==> src/rtl/spa_pkg.sv <==
package spa_pkg;

    typedef enum logic {
        CMB_OR  = 1'b0,
        CMB_AND = 1'b1
    } cmb_mode_e;

    typedef struct packed {
        cmb_mode_e mode;
        logic      invert;
    } pin_cfg_t;

    localparam pin_cfg_t CFG_RESET = '{mode: CMB_OR, invert: 1'b0};

    function automatic logic drive_level(logic merged, logic enabled, pin_cfg_t cfg);
        return enabled ? (merged ^ cfg.invert) : cfg.invert;
    endfunction

endpackage

==> src/rtl/spa_cfg_regs.sv <==
module spa_cfg_regs
    import spa_pkg::*;
#(
    parameter int NUM_PINS = 8,
    parameter int PIN_W    = 3
) (
    input  logic                     clk,
    input  logic                     rst,
    input  logic                     we,
    input  logic [PIN_W-1:0]         wpin,
    input  pin_cfg_t                 wcfg,
    output pin_cfg_t [NUM_PINS-1:0]  cfg_q
);

    for (genvar p = 0; p < NUM_PINS; p++) begin : g_reg
        always_ff @(posedge clk) begin
            if (rst)
                cfg_q[p] <= CFG_RESET;
            else if (we && wpin == PIN_W'(p))
                cfg_q[p] <= wcfg;
        end
    end

endmodule

==> src/rtl/spa_owner_arb.sv <==
module spa_owner_arb #(
    parameter int NUM_CORES = 4,
    parameter int NUM_PINS  = 8,
    parameter int CORE_W    = 2,
    parameter int PIN_W     = 3
) (
    input  logic                             clk,
    input  logic                             rst,
    input  logic [NUM_CORES-1:0]             claim_req,
    input  logic [NUM_CORES-1:0][PIN_W-1:0]  claim_pin,
    input  logic [NUM_CORES-1:0]             rel_req,
    input  logic [NUM_CORES-1:0][PIN_W-1:0]  rel_pin,
    output logic [NUM_PINS-1:0]              held_q,
    output logic [NUM_PINS-1:0][CORE_W-1:0]  owner_q,
    output logic [NUM_CORES-1:0]             grant_q,
    output logic [NUM_CORES-1:0]             deny_q
);

    localparam logic [PIN_W:0] PIN_LIMIT = (PIN_W+1)'(NUM_PINS);

    logic [NUM_PINS-1:0]             held_n;
    logic [NUM_PINS-1:0][CORE_W-1:0] owner_n;
    logic [NUM_CORES-1:0]            grant_n;
    logic [NUM_CORES-1:0]            deny_n;
    logic [NUM_PINS-1:0]             taken;

    always_comb begin
        held_n  = held_q;
        owner_n = owner_q;
        grant_n = '0;
        deny_n  = '0;
        taken   = '0;
        // claims: scanning upward gives the lowest index priority
        for (int c = 0; c < NUM_CORES; c++) begin
            if (claim_req[c]) begin
                if ({1'b0, claim_pin[c]} < PIN_LIMIT &&
                    !held_q[claim_pin[c]] && !taken[claim_pin[c]]) begin
                    grant_n[c]             = 1'b1;
                    taken[claim_pin[c]]    = 1'b1;
                    held_n[claim_pin[c]]   = 1'b1;
                    owner_n[claim_pin[c]]  = CORE_W'(c);
                end else begin
                    deny_n[c] = 1'b1;
                end
            end
        end
        // releases only act on pins held before this edge by the requester
        for (int c = 0; c < NUM_CORES; c++) begin
            if (rel_req[c] && {1'b0, rel_pin[c]} < PIN_LIMIT &&
                held_q[rel_pin[c]] && owner_q[rel_pin[c]] == CORE_W'(c))
                held_n[rel_pin[c]] = 1'b0;
        end
    end

    always_ff @(posedge clk) begin
        if (rst) begin
            held_q  <= '0;
            owner_q <= '0;
            grant_q <= '0;
            deny_q  <= '0;
        end else begin
            held_q  <= held_n;
            owner_q <= owner_n;
            grant_q <= grant_n;
            deny_q  <= deny_n;
        end
    end

endmodule

==> src/rtl/spa_pin_merge.sv <==
module spa_pin_merge
    import spa_pkg::*;
#(
    parameter int NUM_CORES = 4,
    parameter int NUM_PINS  = 8,
    parameter int CORE_W    = 2
) (
    input  logic [NUM_CORES-1:0][NUM_PINS-1:0] core_out,
    input  logic [NUM_CORES-1:0][NUM_PINS-1:0] core_oe,
    input  pin_cfg_t [NUM_PINS-1:0]            cfg,
    input  logic [NUM_PINS-1:0]                held,
    input  logic [NUM_PINS-1:0][CORE_W-1:0]    owner,
    output logic [NUM_PINS-1:0]                pin_out,
    output logic [NUM_PINS-1:0]                pin_oe
);

    for (genvar p = 0; p < NUM_PINS; p++) begin : g_pin
        logic any_hi, all_hi, any_en, own_v, own_en, merged, enabled;

        always_comb begin
            any_hi = 1'b0;
            all_hi = 1'b1;
            any_en = 1'b0;
            own_v  = 1'b0;
            own_en = 1'b0;
            for (int c = 0; c < NUM_CORES; c++) begin
                any_hi = any_hi | core_out[c][p];
                all_hi = all_hi & core_out[c][p];
                any_en = any_en | core_oe[c][p];
                if (owner[p] == CORE_W'(c)) begin
                    own_v  = core_out[c][p];
                    own_en = core_oe[c][p];
                end
            end
            if (held[p]) begin
                merged  = own_v;
                enabled = own_en;
            end else begin
                merged  = (cfg[p].mode == CMB_AND) ? all_hi : any_hi;
                enabled = any_en;
            end
        end

        assign pin_out[p] = drive_level(merged, enabled, cfg[p]);
        assign pin_oe[p]  = enabled;
    end

endmodule

==> src/rtl/shared_pin_arbiter.sv <==
module shared_pin_arbiter
    import spa_pkg::*;
#(
    parameter int NUM_CORES = 4,
    parameter int NUM_PINS  = 8,
    parameter int CORE_W    = (NUM_CORES > 1) ? $clog2(NUM_CORES) : 1,
    parameter int PIN_W     = (NUM_PINS > 1) ? $clog2(NUM_PINS) : 1
) (
    input  logic                               clk,
    input  logic                               rst,
    input  logic [NUM_CORES-1:0][NUM_PINS-1:0] core_out,
    input  logic [NUM_CORES-1:0][NUM_PINS-1:0] core_oe,
    input  logic                               cfg_we,
    input  logic [PIN_W-1:0]                   cfg_pin,
    input  logic                               cfg_and_mode,
    input  logic                               cfg_invert,
    input  logic [NUM_CORES-1:0]               claim_req,
    input  logic [NUM_CORES-1:0][PIN_W-1:0]    claim_pin,
    input  logic [NUM_CORES-1:0]               rel_req,
    input  logic [NUM_CORES-1:0][PIN_W-1:0]    rel_pin,
    output logic [NUM_CORES-1:0]               claim_grant,
    output logic [NUM_CORES-1:0]               claim_deny,
    output logic [NUM_PINS-1:0]                pin_out,
    output logic [NUM_PINS-1:0]                pin_oe
);

    pin_cfg_t                        wcfg;
    pin_cfg_t [NUM_PINS-1:0]         cfg_q;
    logic [NUM_PINS-1:0]             own_held;
    logic [NUM_PINS-1:0][CORE_W-1:0] own_core;

    assign wcfg = '{mode: cmb_mode_e'(cfg_and_mode), invert: cfg_invert};

    spa_cfg_regs #(.NUM_PINS(NUM_PINS), .PIN_W(PIN_W)) cfg_i (
        .clk(clk), .rst(rst), .we(cfg_we), .wpin(cfg_pin),
        .wcfg(wcfg), .cfg_q(cfg_q)
    );

    spa_owner_arb #(.NUM_CORES(NUM_CORES), .NUM_PINS(NUM_PINS),
                    .CORE_W(CORE_W), .PIN_W(PIN_W)) arb_i (
        .clk(clk), .rst(rst),
        .claim_req(claim_req), .claim_pin(claim_pin),
        .rel_req(rel_req), .rel_pin(rel_pin),
        .held_q(own_held), .owner_q(own_core),
        .grant_q(claim_grant), .deny_q(claim_deny)
    );

    spa_pin_merge #(.NUM_CORES(NUM_CORES), .NUM_PINS(NUM_PINS),
                    .CORE_W(CORE_W)) merge_i (
        .core_out(core_out), .core_oe(core_oe), .cfg(cfg_q),
        .held(own_held), .owner(own_core),
        .pin_out(pin_out), .pin_oe(pin_oe)
    );

endmodule

==> config.mk <==
export PLATFORM = sky130hd
export DESIGN_NAME = shared_pin_arbiter
export DESIGN_NICKNAME = d
export VERILOG_FILES = /design/src/rtl/spa_pkg.sv /design/src/rtl/spa_cfg_regs.sv /design/src/rtl/spa_owner_arb.sv /design/src/rtl/spa_pin_merge.sv /design/src/rtl/shared_pin_arbiter.sv
export SDC_FILE = /design/constraint.sdc
export NUM_CORES = 1
export LEC_CHECK = 0
export ABC_AREA = 1
export CORE_UTILIZATION = 45
export DETAILED_ROUTE_END_ITERATION = 8
export GPL_TIMING_DRIVEN = 0
export PLACE_DENSITY_LB_ADDON = 0.1
export RECOVER_POWER = 50
export SKIP_CTS_REPAIR_TIMING = 1
export SLEW_MARGIN = 20
export SYNTH_ARGS = -nofsm -noshare
export SYNTH_HDL_FRONTEND = slang
export SYNTH_SLANG_ARGS = --single-unit
==> constraint.sdc <==
create_clock -name clk -period 2.4 [get_ports clk]
set_input_delay 0.24 -clock clk [delete_from_list [all_inputs] [get_ports clk]]
set_output_delay 0.24 -clock clk [all_outputs]
set_load 0.02 [all_outputs]
==> results.tsv, run 1 <==
stage	metric	value	unit
synthesis	ys_ff_latch	48	
timing	fmax	0.3483	GHz
timing	slew_viol_final	0	
cts	clk_pin_slew	0.10	ns
die	die_w	106.5	um
grt	overflow	0	
layout	design_area	7179	sq um
critical_path	worstRegToRegCells	22	
synthesis	synthMuxAreaShare	0	%
layout	final_util	68.62	%
power	clock_power_share	23.0	%
synthesis	synthAdderAreaFrac	0	%
power	p_leak	3.003	nW
drt	drc	0	
grt	grt.total_usage	32.70	%
layout	multi_input_area	3590	sq um
cts	cts-root-buf	clkbuf_8	
synthesis	synth_area_per_cell	5.947	sq um
cts	max-clock-path-buffers	2	
critical_path	crit_path_end	arb_i.owner_q[3]$_SDFF_PP0_	
critical_path	worstPathArrival	3.12	ns
critical_path	crit_path_start	arb_i.held_q[6]$_SDFF_PP0_	
power	p_int	0.001687	W
timing	worst_slack	-0.4711	ns
critical_path	r2r_end	arb_i.owner_q[3]$_SDFF_PP0_	
layout	antennaDiodeCount	0	
synthesis	yosys.area_share.simple	40.32	%
layout	syn_to_final_growth	46.15	%
grt	grt_use_met1	42.46	%
synthesis	synth-compound-area-share	24.43	%
placed_design	io_buffers	121	
critical_path	ff2ff_setup_slack	-0.47	ns
drt	postRouteAntennaNets	0	
drt	drt_iter0_markers	776	
critical_path	cp_max_fo	7	
drt	drt_first_pass_iters	7	
status	status	finished, violations left	
synthesis	synth_nets	930	
synthesis	syn_inst	826	
die	core	10460	sq um
die	rows	37	
timing	worstMarginPinSlew	0.8406	ns
hold_path	min_path_type	input port to register	
drt	wl_per_cell	17.63	um
timing	fin_crit	2.871	ns
critical_path	critPathKind	register to register	
timing	rsz0062_at_grt	true	
synthesis	yosysTopAreaCell	dfxtp_1	
power	vdd_drop_max	0.0003024	V
synthesis	synth_top_family_by_area	simple AND/OR/NAND/NOR gates	
timing	finalHoldViolations	0	
drt	avgViaCountPerCell	5.866	
grt	antenna_found_initial	0	
grt	grt_util_met3	6.070	%
critical_path	worst_ep_required_time	2.65	ns
power	seqPwrFrac	33.0	%
layout	final-seq-area	1016	sq um
power	switchingPower	0.001095	W
grt	grt_max_degree	16	
synthesis	synth.area.top_cells	dfxtp_1 20%, nand2_1 11%, inv_1 9.6%	
critical_path	crit_path_end_kind	register	
grt	grt_pass1_wl	28990	um
die	initial_core_util	46.95	%
cts	tritoncts	yes	
critical_path	startpoint_type	register	
synthesis	syn_area	4912	sq um
grt	grt_pass1_vias	5745	
timing	skew	0.008417	ns
timing	period_share	119.6	%
grt	grt_busiest_layer	met2	
layout	fill_cells	940	
power	power_per_cell_area	387.5	nW/um^2
drt	vias	6599	
synthesis	yosys_warnings	0	
cts	clock-sinks	48	
synthesis	yosysUniqueCellTypes	47	
die	dieArea	11340	sq um
cts	cts_inserted_buffers	5	
placed_design	gp_congestion	1.006	
die	die_h	106.5	um
synthesis	ys_seq_area_share	19.56	%
power	p_sw_share	39.38	%
die	pin_count	128	
cts	clock_latency	0.34	ns
timing	slew_headroom	43.96	%
run	cap_violations	0	
status	failed_checks	setup timing	
synthesis	synthXorXnorAreaFrac	1.426	%
grt	met2_usage	54.04	%
cts	htree_levels	2	
synthesis	synth_top_area_share	19.56	%
placed_design	hpwl	14510	um
power	p_comb_share	44.0	%
layout	fin_nets	1092	
timing	finalSetupViolCount	27	
placed_design	placed_area	6294	sq um
layout	drive_gt1_share	18.71	%
drt	wl	19840	um
critical_path	rr_startpoint	arb_i.held_q[6]$_SDFF_PP0_	
[kinds of logic after synthesis]
logic type             after synthesis
buffers and inverters              168
flip-flops                          48
AO/OA/AOI/OAI                      191
AND/OR/NAND/NOR                    411
XOR/XNOR                             8
[registers in the layout (all words and copies together), names as in the netlist]
signal	count
arb_i.grant_q	4
cfg_i.cfg_q	16
arb_i.owner_q	16
arb_i.held_q	8
arb_i.deny_q	4
[metrics by stage]
stage               std cells  setup TNS [ns]  total power, W  hold slack [ns]  setup slack, ns
floorplan                 826               0        0.001484           0.3809           0.1093
global placement         1083          -16.14        0.001945           0.4908          -0.7620
detailed placement       1083          -16.91        0.001946           0.4922          -0.7944
CTS                      1091          -15.11        0.002575           0.3451          -0.6134
global route             1125          -13.03        0.002912           0.3718          -0.6166
finish                   1125          -9.404        0.002782           0.3490          -0.4711
[critical path, cell delays in order, from the launching register on]
cell	delay, ns
dfxtp_2	0.33
buf_8	0.14
inv_8	0.07
nand2_2	0.06
nand3_2	0.08
nand2_2	0.06
nor2_4	0.22
buf_6	0.15
inv_4	0.03
nor2_4	0.12
nand2_2	0.07
nand2_2	0.11
nor2_4	0.06
nor2_4	0.13
nor2_4	0.07
buf_12	0.14
nand3_2	0.10
nand3_1	0.12
nand3_2	0.12
nand2_4	0.09
nor2_8	0.19
nand3_2	0.12
a21oi_2	0.17
[final cells by class]
type	count	share of cell area, %
Buffer	24	2.248
Sequential cell	48	14.15
Timing Repair Buffer	158	21.56
Clock inverter	3	0.5925
Tap cell	136	2.370
Clock buffer	5	0.9585
Multi-Input combinational cell	613	50.00
Timing Repair inverter	1	0.08714
Inverter	137	8.034
[how the worst min path moves through the flow]
stage | from | cells after the start | to | slack [ns]
after floorplan | claim_req[0] | 2 | arb_i.grant_q[0]$_SDFF_PP0_ | 0.38
after global placement | cfg_i.cfg_q[1]$_SDFFE_PP0P_ | 2 | cfg_i.cfg_q[1]$_SDFFE_PP0P_ | 0.49
final | cfg_and_mode | 3 | cfg_i.cfg_q[13]$_SDFFE_PP0P_ | 0.35
after detailed placement | cfg_i.cfg_q[1]$_SDFFE_PP0P_ | 2 | cfg_i.cfg_q[1]$_SDFFE_PP0P_ | 0.49
after CTS | claim_pin[9] | 3 | arb_i.held_q[5]$_SDFF_PP0_ | 0.35
after global routing | claim_pin[9] | 3 | arb_i.held_q[5]$_SDFF_PP0_ | 0.37
[routing by layer]
layer  up-vias  routed length [um]
met4         0                 789
li1       3158                   -
met1      2968                8087
met3        82                1928
met2       391                9032
met5         -                   0
[placed cells by master, fill, tap and decap left out, types with 10 or more instances in the layout]
master,count
nand3_1,69
inv_1,123
o31ai_1,10
o211ai_1,14
dlymetal6s2s_1,15
dfxtp_4,12
a21oi_1,36
dfxtp_1,28
o22ai_1,12
nand2_1,127
o2111ai_1,10
a221oi_1,10
o21ai_0,58
buf_4,40
nor2_4,14
clkdlybuf4s50_1,106
nand3_2,22
nor3_1,34
nor2_1,89
nand2_2,17
[Yosys cell counts (all sizes together)]
master / number
a211oi: 4
a21oi: 46
a221oi: 10
a22o: 1
a22oi: 7
a311oi: 7
a31oi: 3
a41oi: 1
and3: 2
buf: 17
clkbuf: 14
clkinv: 3
dfxtp: 48
inv: 134
nand2: 146
nand3: 100
nand3b: 1
nand4: 11
nor2: 108
nor3: 34
nor4: 8
o2111ai: 10
o211ai: 14
o21a: 1
o21ai: 59
o221ai: 2
o22ai: 12
o2bb2ai: 2
o31ai: 10
o32ai: 2
or2: 1
xnor2: 8
[power groups by stage]
stage,sequential [W],combinational [W],clock [W]
6_report,0.000917,0.00122,0.000641
5_1_grt,0.000922,0.00131,0.000680
4_1_cts,0.000892,0.00104,0.000642
3_5_place_dp,0.000910,0.00104,0
3_3_place_gp,0.000909,0.00104,0
2_1_floorplan,0.000899,0.000585,0
Note: power is estimated with default switching activity, not from simulation.
==> run 2: changes to the inputs <==
HOLD_SLACK_MARGIN = 0.15   (was unset)
==> results of run 2 <==
Final layout, timing and power as in run 1 (identical DEF).
